$ cat src/rtl/sram_ctrl_pkg.sv
package sram_ctrl_pkg;

  typedef enum logic [2:0] {
    ST_IDLE,
    ST_RD,
    ST_TURN,
    ST_WSET,
    ST_WPUL,
    ST_WHLD
  } seq_st_t;

  // active-high view of the pin controls
  typedef struct packed {
    logic ce;
    logic oe;
    logic we;
    logic drv;
  } pin_ctl_t;

  function automatic int imax(input int a, input int b);
    return (a > b) ? a : b;
  endfunction

  // nanoseconds to whole cycles, rounded up, never below one
  function automatic int ns2cyc(input int ns, input int clk_ns);
    return imax(1, (ns + clk_ns - 1) / clk_ns);
  endfunction

  function automatic pin_ctl_t pin_ctl_of(input seq_st_t st);
    pin_ctl_t c;
    c = '0;
    case (st)
      ST_RD:   begin c.ce = 1'b1; c.oe = 1'b1; end
      ST_WSET: c.ce = 1'b1;
      ST_WPUL: begin c.ce = 1'b1; c.we = 1'b1; c.drv = 1'b1; end
      ST_WHLD: c.ce = 1'b1;
      default: c = '0;
    endcase
    return c;
  endfunction

endpackage

$ cat src/rtl/sram_seq_fsm.sv
module sram_seq_fsm
  import sram_ctrl_pkg::*;
#(
  parameter int RD_CYC = 6,
  parameter int WP_CYC = 4,
  parameter int TA_CYC = 2,
  localparam int CNT_W = $clog2(imax(imax(RD_CYC, WP_CYC), TA_CYC) + 1)
) (
  input  logic    clk,
  input  logic    rst,
  input  logic    start,
  input  logic    start_wr,
  output seq_st_t st_nxt,
  output logic    idle,
  output logic    capture
);

  seq_st_t          st_q;
  logic [CNT_W-1:0] cnt_q, cnt_nxt;
  logic             cnt_zero;

  assign cnt_zero = (cnt_q == '0);
  assign idle     = (st_q == ST_IDLE);
  assign capture  = (st_q == ST_RD) && cnt_zero;

  always_comb begin
    st_nxt  = st_q;
    cnt_nxt = cnt_zero ? cnt_q : cnt_q - 1'b1;
    case (st_q)
      ST_IDLE: if (start) begin
        if (start_wr) begin
          st_nxt  = ST_WSET;
          cnt_nxt = '0;
        end else begin
          st_nxt  = ST_RD;
          cnt_nxt = CNT_W'(RD_CYC - 1);
        end
      end
      ST_RD: if (cnt_zero) begin
        st_nxt  = ST_TURN;
        cnt_nxt = CNT_W'(TA_CYC - 1);
      end
      ST_TURN: if (cnt_zero) st_nxt = ST_IDLE;
      ST_WSET: begin
        st_nxt  = ST_WPUL;
        cnt_nxt = CNT_W'(WP_CYC - 1);
      end
      ST_WPUL: if (cnt_zero) st_nxt = ST_WHLD;
      ST_WHLD: st_nxt = ST_IDLE;
      default: st_nxt = ST_IDLE;
    endcase
  end

  always_ff @(posedge clk) begin
    if (rst) begin
      st_q  <= ST_IDLE;
      cnt_q <= '0;
    end else begin
      st_q  <= st_nxt;
      cnt_q <= cnt_nxt;
    end
  end

  // a counter loaded for a phase never exceeds that phase's length
  p_cnt_bound_r6: assert property (@(posedge clk) disable iff (rst)
    (st_q == ST_WPUL) |-> (cnt_q <= CNT_W'(WP_CYC - 1)));
  p_turn_after_read_r8: assert property (@(posedge clk) disable iff (rst)
    capture |=> (st_q == ST_TURN));

endmodule

$ cat src/rtl/sram_pin_regs.sv
module sram_pin_regs
  import sram_ctrl_pkg::*;
#(
  parameter int AW = 15,
  parameter int DW = 8
) (
  input  logic          clk,
  input  logic          rst,
  input  seq_st_t       st_nxt,
  input  logic          accept,
  input  logic [AW-1:0] req_addr,
  input  logic [DW-1:0] req_wdata,
  output logic          ce_n,
  output logic          oe_n,
  output logic          we_n,
  output logic [AW-1:0] addr,
  output logic [DW-1:0] dq_out,
  output logic          dq_oe
);

  pin_ctl_t ctl;
  assign ctl = pin_ctl_of(st_nxt);

  always_ff @(posedge clk) begin
    if (rst) begin
      ce_n   <= 1'b1;
      oe_n   <= 1'b1;
      we_n   <= 1'b1;
      dq_oe  <= 1'b0;
      addr   <= '0;
      dq_out <= '0;
    end else begin
      ce_n  <= ~ctl.ce;
      oe_n  <= ~ctl.oe;
      we_n  <= ~ctl.we;
      dq_oe <= ctl.drv;
      if (accept) begin
        addr   <= req_addr;
        dq_out <= req_wdata;
      end
    end
  end

  p_we_excludes_oe_r5: assert property (@(posedge clk) disable iff (rst)
    !we_n |-> (!ce_n && oe_n));
  p_drv_only_we_low_r7: assert property (@(posedge clk) disable iff (rst)
    dq_oe |-> !we_n);

endmodule

$ cat src/rtl/sram_rd_capture.sv
module sram_rd_capture #(
  parameter int DW = 8
) (
  input  logic          clk,
  input  logic          rst,
  input  logic          capture,
  input  logic [DW-1:0] dq_in,
  output logic          rd_valid,
  output logic [DW-1:0] rd_data
);

  always_ff @(posedge clk) begin
    if (rst) begin
      rd_valid <= 1'b0;
      rd_data  <= '0;
    end else begin
      rd_valid <= capture;
      if (capture) rd_data <= dq_in;
    end
  end

  p_single_pulse_r4: assert property (@(posedge clk) disable iff (rst)
    rd_valid |=> !rd_valid);

endmodule

$ cat src/rtl/sram_port_ctrl.sv
module sram_port_ctrl
  import sram_ctrl_pkg::*;
#(
  parameter int ADDR_W  = 15,
  parameter int DATA_W  = 8,
  parameter int CLK_NS  = 10,
  parameter int T_RC_NS = 55,
  parameter int T_AA_NS = 55,
  parameter int T_OE_NS = 30,
  parameter int T_WC_NS = 55,
  parameter int T_WP_NS = 40,
  parameter int T_DW_NS = 25,
  parameter int T_HZ_NS = 20
) (
  input  logic              clk,
  input  logic              rst,
  input  logic              req_valid,
  output logic              req_ready,
  input  logic              req_write,
  input  logic [ADDR_W-1:0] req_addr,
  input  logic [DATA_W-1:0] req_wdata,
  output logic              rd_valid,
  output logic [DATA_W-1:0] rd_data,
  output logic              mem_ce_n,
  output logic              mem_oe_n,
  output logic              mem_we_n,
  output logic [ADDR_W-1:0] mem_addr,
  output logic [DATA_W-1:0] mem_dq_out,
  output logic              mem_dq_oe,
  input  logic [DATA_W-1:0] mem_dq_in
);

  localparam int RD_CYC = imax(ns2cyc(T_RC_NS, CLK_NS),
                               imax(ns2cyc(T_AA_NS, CLK_NS), ns2cyc(T_OE_NS, CLK_NS)));
  localparam int WP_CYC = imax(imax(ns2cyc(T_WP_NS, CLK_NS), ns2cyc(T_DW_NS, CLK_NS)),
                               imax(ns2cyc(T_WC_NS, CLK_NS) - 2, 1));
  localparam int TA_CYC = ns2cyc(T_HZ_NS, CLK_NS);

  seq_st_t st_nxt;
  logic    idle, capture, accept;

  assign req_ready = idle;
  assign accept    = req_valid && idle;

  sram_seq_fsm #(
    .RD_CYC (RD_CYC),
    .WP_CYC (WP_CYC),
    .TA_CYC (TA_CYC)
  ) u_fsm (
    .clk      (clk),
    .rst      (rst),
    .start    (req_valid),
    .start_wr (req_write),
    .st_nxt   (st_nxt),
    .idle     (idle),
    .capture  (capture)
  );

  sram_pin_regs #(
    .AW (ADDR_W),
    .DW (DATA_W)
  ) u_pins (
    .clk       (clk),
    .rst       (rst),
    .st_nxt    (st_nxt),
    .accept    (accept),
    .req_addr  (req_addr),
    .req_wdata (req_wdata),
    .ce_n      (mem_ce_n),
    .oe_n      (mem_oe_n),
    .we_n      (mem_we_n),
    .addr      (mem_addr),
    .dq_out    (mem_dq_out),
    .dq_oe     (mem_dq_oe)
  );

  sram_rd_capture #(
    .DW (DATA_W)
  ) u_cap (
    .clk      (clk),
    .rst      (rst),
    .capture  (capture),
    .dq_in    (mem_dq_in),
    .rd_valid (rd_valid),
    .rd_data  (rd_data)
  );

  p_bus_free_r10: assert property (@(posedge clk) disable iff (rst)
    !mem_oe_n |-> !mem_dq_oe);
  p_idle_standby_r9: assert property (@(posedge clk) disable iff (rst)
    req_ready |-> (mem_ce_n && mem_oe_n && mem_we_n && !mem_dq_oe));
  p_busy_after_accept_r2: assert property (@(posedge clk) disable iff (rst)
    (req_valid && req_ready) |=> !req_ready);
  p_addr_hold_r3: assert property (@(posedge clk) disable iff (rst)
    (!mem_ce_n && !$past(mem_ce_n)) |-> $stable(mem_addr));
  p_no_valid_in_write_r11: assert property (@(posedge clk) disable iff (rst)
    (!mem_ce_n && mem_oe_n) |-> !rd_valid);

endmodule

$ cat config.mk
export PLATFORM = sky130hd
export DESIGN_NAME = sram_port_ctrl
export DESIGN_NICKNAME = d
export VERILOG_FILES = /design/src/rtl/sram_ctrl_pkg.sv /design/src/rtl/sram_seq_fsm.sv /design/src/rtl/sram_pin_regs.sv /design/src/rtl/sram_rd_capture.sv /design/src/rtl/sram_port_ctrl.sv
export SDC_FILE = /design/constraint.sdc
export NUM_CORES = 1
export LEC_CHECK = 0
export ABC_AREA = 1
export ABC_CLOCK_PERIOD_IN_PS = 2500
export CORE_MARGIN = 2
export CORE_UTILIZATION = 45
export CTS_BUF_LIST = sky130_fd_sc_hd__clkbuf_4 sky130_fd_sc_hd__clkbuf_8 sky130_fd_sc_hd__clkbuf_16
export CTS_CLUSTER_DIAMETER = 40
export DETAILED_ROUTE_END_ITERATION = 16
export MAX_ROUTING_LAYER = met4
export PLACE_DENSITY = 0.84
export REMOVE_ABC_BUFFERS = 1
export SLEW_MARGIN = 15
export SYNTH_ARGS = -nofsm -noshare
export SYNTH_HDL_FRONTEND = slang
export SYNTH_SLANG_ARGS = --single-unit
$ cat constraint.sdc
create_clock -name clk -period 2.5 [get_ports clk]
set_input_delay 0.5 -clock clk [delete_from_list [all_inputs] [get_ports clk]]
set_output_delay 0.5 -clock clk [all_outputs]
set_load 0.03 [all_outputs]
Yosys cells after proc, flatten, opt, wreduce, memory -nomap -nowiden. Index checks and enable logic that the tools add are counted.

Output and inout port bits: 37. Word-level logic and storage cells: 41. Register bits after elaboration: 42. Bits of input ports: 35.

Bitwise gates (word level): 3. Reduce and logical (&&, ||, !) cells: 5. Add/sub/neg operators: 1. Equality and inequality tests: 8. Multiplexer cells: 14.

Operator list (number): $mux W3 (8); $pmux W3 S5 (1); $eq A3 B2 Y1 const B (3); $eq A3 B3 Y1 const B (3); $pmux W3 S3 (1); $eq A3 B1 Y1 const B (2); $logic_not A3 Y1 (2); $mux W2 (2); $reduce_or A4 Y1 (1); $not A1 Y1 (3); $sub A3 B1 Y3 const B (1); $logic_and A1 B1 Y1 (2); $mux W1 (2).

Depth between registers and ports, before layout. Gate-level depths: netlist of the first run.

Word-level depth: 7. Depth in mapped cells: 9. Mapped depth without buffers: 9.

By module. A second synthesis of the first run with hierarchy kept.

Cell total of the unflattened synthesis: 274. Area, all modules: 1888.1 um2.

Modules (own cells, without submodules): sram_pin_regs (times used 1, cells an instance 160, area each 1097.3 um2, seq. area each 540.5 um2); sram_seq_fsm (times used 1, cells an instance 58, area each 414.1 um2, seq. area each 120.1 um2); sram_rd_capture (times used 1, cells an instance 54, area each 369.1 um2, seq. area each 180.2 um2); sram_port_ctrl (times used 1, cells an instance 2, area each 7.5 um2, seq. area each 0.0 um2).

Least setup slack after synthesis of the first run. Ideal clock, no wire load.

Path kind: flip-flop to output port. Start point: register u_fsm.st_q[1]. End point: output port req_ready. Arrival time: 0.792 ns. Cell stages (with the launch flop): 4. Setup slack: 1.208 ns. Required time: 2.000 ns. Buffers on the path: 0. Path through: dfxtp_1 -> nor2_4 -> nand2_1 -> inv_1.

Longest elaborated chain between the ends: 1.

Ends and longest elaborated chain: start, declared (line sram_seq_fsm.sv:18) `seq_st_t st_q;`; start signal, assigned (line sram_seq_fsm.sv:59) `st_q <= st_nxt;`; $logic_not A3 Y1 (line sram_seq_fsm.sv:23) `assign idle = (st_q == ST_IDLE);`; end, declared (line sram_port_ctrl.sv:18) `output logic req_ready,`.

No other way between the ends.

Worst setup path in the final report of the first run. Ends and elaborated chain as after synthesis.

==> results.txt, run 1 <==
die height = 65.2 um
Routed Antenna Nets = 0
R2R Setup Slk = 950 ps
CTS tree = yes
Nets = 327
Gate power share = 45.5%
gr usage total = 19.6%
Cell Rows = 22
final period utilization = 87.1%
worst path arrival time = 1680 ps
cell with the most instances after synthesis = nand2_1
worst setup path endpoint = req_ready
R2R depth = 8
Largest stage delay, worst path = 660 ps
post-synthesis cell area = 1680 um2
switching part of the total power = 40.4%
TNS Setup = 0 ps
crit path max fanout = 4
Async S/R FF share, synth = 0%
Seq pwr share = 35.9%
cell family with most CP delay = buffers and inverters
CP Cell Sequence = nor2_4 -> nand2_1 -> inv_1 -> clkdlybuf4s50_1
NetSw = 0.00102 W
Least-Margin Pin Slew = 401 ps
outcome = finished clean
post-synth cell types = 21
Tmin final = 2180 ps
Root Buffer Master = clkbuf_8
power density cells = 1020 nW/um2
register area = 841 um2
final cell utilization of the core = 68.4%
Die X = 65.2 um
Syn Area/Cell = 7.69 um2
Critical Path Stages = 4
crit path from = u_fsm.st_q[1]$_SDFF_PP0_
Cells after Synth = 219
clock share of power = 18.6%
number of iterations in the first detailed-routing pass = 6
Num Clock Sinks = 42
Crit Reg-Reg Endpoint = u_cap.rd_data[3]$_SDFFE_PP0P_
clk slew on worst S/H paths = 80 ps
DR vias = 1578
initial antenna violation count = 0
die area = 4250 um2
vias in the first global route = 1483
final WL = 3680 um
sequential area share after synthesis = 49.9%
VDD IR max = 0.536 mV
static leakage = 1.03 nW
final instance area = 2480 um2
I/O pin count = 72
Initial Util = 46.3%
Worst slew margin = 73.2%
Hold Fails Final Rpt = 0
Post-Place Cell Area = 2380 um2
CTS H-tree depth = 2
share of layout cells above drive strength 1 = 7.59%
WS Path Type = flop to output pin
total congestion overflow = 0
Crit-path slowest cell = clkdlybuf4s50_1
first-pass GRT wire length = 6200 um
Warnings, synthesis = 0
largest net degree at the start of global routing = 28
Worst Hold Class = flop to flop
core box area = 3630 um2
internal cell power = 0.00151 W
drt via density = 4.67
# diodes = 0
RSZ-0062 raised after global routing = no
number of remaining DRC errors = 0
Main synth FF type = dfxtp_1
RD Place Congestion = 0.834
clock buffer count from CTS = 5
Tot Pwr = 0.00253 W
Layout Area Growth over Synthesis = 47.5%
number of synthesized flops with an enable pin = 0
Worst EP required = 2000 ps
drt wl/cell = 10.9 um
postcts setup bufs = 0
post-cts sizing count = 0
PortBufs = 71
Synth top area share = 49.9%
top cells by area, synth = dfxtp_1, nand2_1, a21oi_1
total of max-cap violations = 0
Worst-Skew Late Latency = 290 ps
Initial DRC Count = 46
type of origin of the critical path = flop
fmax = 459 MHz
synthesized flop and latch total = 42
area of the multi-input gates = 681 um2
HPWL Detailed = 2640 um
top cells by count, synth = nand2_1, dfxtp_1, a21oi_1
skew final = 10.9 ps
cts hold-fix bufs = 0
Max clock buf depth = 2
fillcell total = 319
Final setup viols = 0
cell taking the most area after synthesis = dfxtp_1
critical path endpoint category = output pin
CP bufs+invs = 2
Pins Over Slew Limit = 0
RR Startpoint = u_fsm.cnt_q[0]$_SDFF_PP0_
-- cells in the final DEF (no fill, tap or decap), drive strengths merged --
| cell | instances |
|---|---|
| nand2 | 71 |
| clkdlybuf4s50 | 71 |
| dfxtp | 42 |
| a21oi | 26 |
| nor2 | 24 |
| inv | 23 |
| o21ai | 11 |
| nand3 | 10 |
| clkbuf | 7 |
| ha | 3 |
| nand4 | 1 |
| buf | 1 |
-- flip-flops by register name (all words and copies together), names as in the netlist --
register,flops
u_cap.rd_valid,1
u_pins.we_n,1
u_pins.dq_out,8
u_cap.rd_data,8
u_pins.addr,15
u_fsm.cnt_q,3
u_pins.ce_n,1
u_pins.oe_n,1
u_fsm.st_q,3
u_pins.dq_oe,1
-- kinds of logic (layout without fill, tap and decap cells) --
| kind of cell | Yosys count | after routing | share of synthesized area (%) |
|---|---|---|---|
| AND/OR/NAND/NOR | 106 | 106 | 26.7 |
| flip-flops | 42 | 42 | 49.9 |
| buffers and inverters | 31 | 102 | 9.66 |
| adder cells (fa/ha/maj) | 3 | 3 | 2.23 |
| AO/OA/AOI/OAI | 37 | 37 | 11.4 |
-- cell type report --
cell class                      count  share of cell area [%]
Tap cell                           48                    2.42
Timing Repair Buffer               72                    28.9
Inverter                           22                    3.43
Clock buffer                        7                    3.63
Multi-Input combinational cell    146                    27.4
Sequential cell                    42                    33.9
Clock inverter                      1                   0.353
-- layer usage --
layer  vias to the layer above  wire, um  track usage [%]
li1                        826         -                -
met1                       694      1640             22.1
met2                        54      1690             30.9
met3                         4       309             8.56
met4                         0        42             7.29
met5                         -         0                -
-- worst min path at each step --
stage	from	to	slack, ps	depth (start not counted)
2_1_floorplan	u_fsm.st_q[0]$_SDFF_PP0_	u_fsm.cnt_q[1]$_SDFF_PP0_	520	2
3_3_place_gp	u_pins.dq_out[7]$_SDFFE_PP0P_	u_pins.dq_out[7]$_SDFFE_PP0P_	450	2
3_5_place_dp	u_pins.dq_out[1]$_SDFFE_PP0P_	u_pins.dq_out[1]$_SDFFE_PP0P_	460	2
4_1_cts	u_pins.addr[13]$_SDFFE_PP0P_	u_pins.addr[13]$_SDFFE_PP0P_	470	2
5_1_grt	u_pins.dq_out[1]$_SDFFE_PP0P_	u_pins.dq_out[1]$_SDFFE_PP0P_	490	2
6_report	u_pins.dq_out[1]$_SDFFE_PP0P_	u_pins.dq_out[1]$_SDFFE_PP0P_	470	2
-- power by group through the flow --
stage | sequential (W) | combinational, W | clock [W]
after floorplan | 0.00114 | 0.000519 | 0
after global placement | 0.000917 | 0.00114 | 0
after detailed placement | 0.000921 | 0.00116 | 0
after CTS | 0.000909 | 0.00116 | 0.000481
after global routing | 0.000925 | 0.00128 | 0.000511
final | 0.000907 | 0.00115 | 0.000471
-- worst reg2reg max path, cell delays in order, from the launching register on --
cell,delay (ps)
dfxtp_1,330
inv_1,80
ha_1,170
inv_1,50
nor2_1,240
nand3_2,260
inv_2,210
nor2_1,60
nor2_1,100
-- through the flow --
| step | std cells | hold slack, ps | setup slack [ps] |
|---|---|---|---|
| after CTS | 338 | 471 | 309 |
| after global placement | 330 | 450 | 481 |
| after floorplan | 210 | 515 | 1210 |
| after global routing | 338 | 485 | 255 |
| final | 338 | 469 | 322 |
| after detailed placement | 330 | 457 | 432 |
Note: power is estimated with default switching activity, not from simulation.
==> run 2, diff against run 1 <==
--- a/config.mk
+++ b/config.mk
@@ -14,7 +14,6 @@
 export DETAILED_ROUTE_END_ITERATION = 16
 export MAX_ROUTING_LAYER = met4
 export PLACE_DENSITY = 0.84
-export REMOVE_ABC_BUFFERS = 1
 export SLEW_MARGIN = 15
 export SYNTH_ARGS = -nofsm -noshare
 export SYNTH_HDL_FRONTEND = slang
==> results.txt, run 2 (synthesis results as in run 1) <==
outcome = finished clean
cell family with most CP delay = buffers and inverters
clock buffer count from CTS = 5
Crit-path slowest cell = clkdlybuf4s50_1
PortBufs = 71
core box area = 3630 um2
Layout Area Growth over Synthesis = 48.4%
dpl ws = 429 ps
first-pass GRT wire length = 6110 um
final worst slack = 341 ps
Nets = 327
Pins Over Slew Limit = 0
fillcell total = 322
Placed Cells = 330
most frequent cells in the layout = nand2_1, clkdlybuf4s50_1, dfxtp_1
switching part of the total power = 38.9%
post-cts sizing count = 0
worst path arrival time = 1660 ps
skew final = 4.63 ps
CP Cell Sequence = nor2_4 -> nand2_1 -> inv_1 -> clkdlybuf4s50_1
Gate power share = 44.5%
final period utilization = 86.3%
biggest regs = u_pins.addr x15, u_cap.rd_data x8, u_pins.dq_out x8
Seq pwr share = 34.9%
Tmin final = 2160 ps
Cell Rows = 22
static leakage = 1.03 nW
share of layout cells above drive strength 1 = 7.59%
Max clock buf depth = 2
Worst slew margin = 76.4%
crit path max fanout = 4
I/O pin count = 72
number of remaining DRC errors = 0
drt via density = 4.70
Initial Util = 46.3%
CP bufs+invs = 2
total congestion overflow = 0
clock share of power = 20.5%
CTS H-tree depth = 2
# diodes = 0
Worst-Skew Late Latency = 290 ps
critical path endpoint category = output pin
WS Path Type = flop to output pin
largest net degree at the start of global routing = 28
Largest stage delay, worst path = 660 ps
vias in the first global route = 1457
initial antenna violation count = 0
Hold Fails Final Rpt = 0
postcts setup bufs = 0
fmax = 463 MHz
VDD IR max = 0.518 mV
die height = 65.2 um
HPWL Detailed = 2670 um
Worst Hold Class = flop to flop
Least-Margin Pin Slew = 354 ps
Worst EP required = 2000 ps
TNS Setup = 0 ps
RSZ-0062 raised after global routing = no
NetSw = 0.00101 W
crit path from = u_fsm.st_q[1]$_SDFF_PP0_
cts hold-fix bufs = 0
CTS tree = yes
Routed Antenna Nets = 0
clk slew on worst S/H paths = 70 ps
Root Buffer Master = clkbuf_8
Biggest register = u_pins.addr
Post-Layout Cell Count = 338
number of iterations in the first detailed-routing pass = 4
Num Clock Sinks = 42
RD Place Congestion = 0.795
Final setup viols = 0
max FFs per register = 15
Hold Startpoint = u_pins.addr[0]$_SDFFE_PP0P_
power density cells = 1040 nW/um2
type of origin of the critical path = flop
R2R Setup Slk = 950 ps
DR vias = 1589
Initial DRC Count = 80
gr usage total = 18.9%
Die X = 65.2 um
die area = 4250 um2
RR Startpoint = u_fsm.cnt_q[0]$_SDFF_PP0_
syn_nets = 257
drt wl/cell = 10.9 um
final WL = 3670 um
total of max-cap violations = 0
internal cell power = 0.00159 W
==> run 2: final cells by class <==
| class | instances | area [um2] | share of cell area [%] |
|---|---|---|---|
| well taps | 48 | 60.1 | 2.40 |
| repair buffers | 72 | 718 | 28.7 |
| multi-input cells | 146 | 681 | 27.2 |
| clock buffers | 7 | 83.8 | 3.36 |
| inverters | 22 | 85.1 | 3.41 |
| flip-flops and latches | 42 | 841 | 33.7 |
| clock inverters | 1 | 30.0 | 1.20 |
==> run 2: worst register-to-register path, stage by stage (launching register included) <==
cell and delay (ps):
dfxtp_1 320, inv_1 80, ha_1 170, inv_1 50
nor2_1 230, nand3_2 280, inv_2 210, nor2_1 60
nor2_1 90
==> run 2: metrics by stage <==
stage | power, W | hold WS [ps] | cell area (um2) | utilization [%]
2_1_floorplan | 0.00173 | 522 | 1680 | -
3_3_place_gp | 0.00206 | 452 | 2380 | 65.6
3_5_place_dp | 0.00208 | 456 | 2380 | 65.6
4_1_cts | 0.00262 | 467 | 2500 | 68.8
5_1_grt | 0.00277 | 483 | 2500 | 68.8
6_report | 0.00260 | 465 | 2500 | 68.8
==> run 2: final timing paths <==
kind                                   end  cells past startpoint
max reg2reg  u_cap.rd_data[1]$_SDFFE_PP0P_                      8
min            u_pins.addr[0]$_SDFFE_PP0P_                      2
min reg2reg    u_pins.addr[0]$_SDFFE_PP0P_                      2
max                              req_ready                      4
==> run 2: layer usage <==
metal	global-route usage [%]	wire length, um	up-vias
li1	-	-	821
met2	30.9	1780	56
met5	-	0	-
met1	22.1	1570	701
met4	9.38	87	0
met3	3.94	233	11
==> run 2: power groups by stage <==
| stage | registers, W | clock network [W] | logic (W) |
|---|---|---|---|
| after global routing | 0.000925 | 0.000577 | 0.00127 |
| after global placement | 0.000918 | 0 | 0.00114 |
| after CTS | 0.000909 | 0.000550 | 0.00116 |
| after floorplan | 0.00114 | 0 | 0.000587 |
| final | 0.000908 | 0.000533 | 0.00116 |
| after detailed placement | 0.000922 | 0 | 0.00116 |
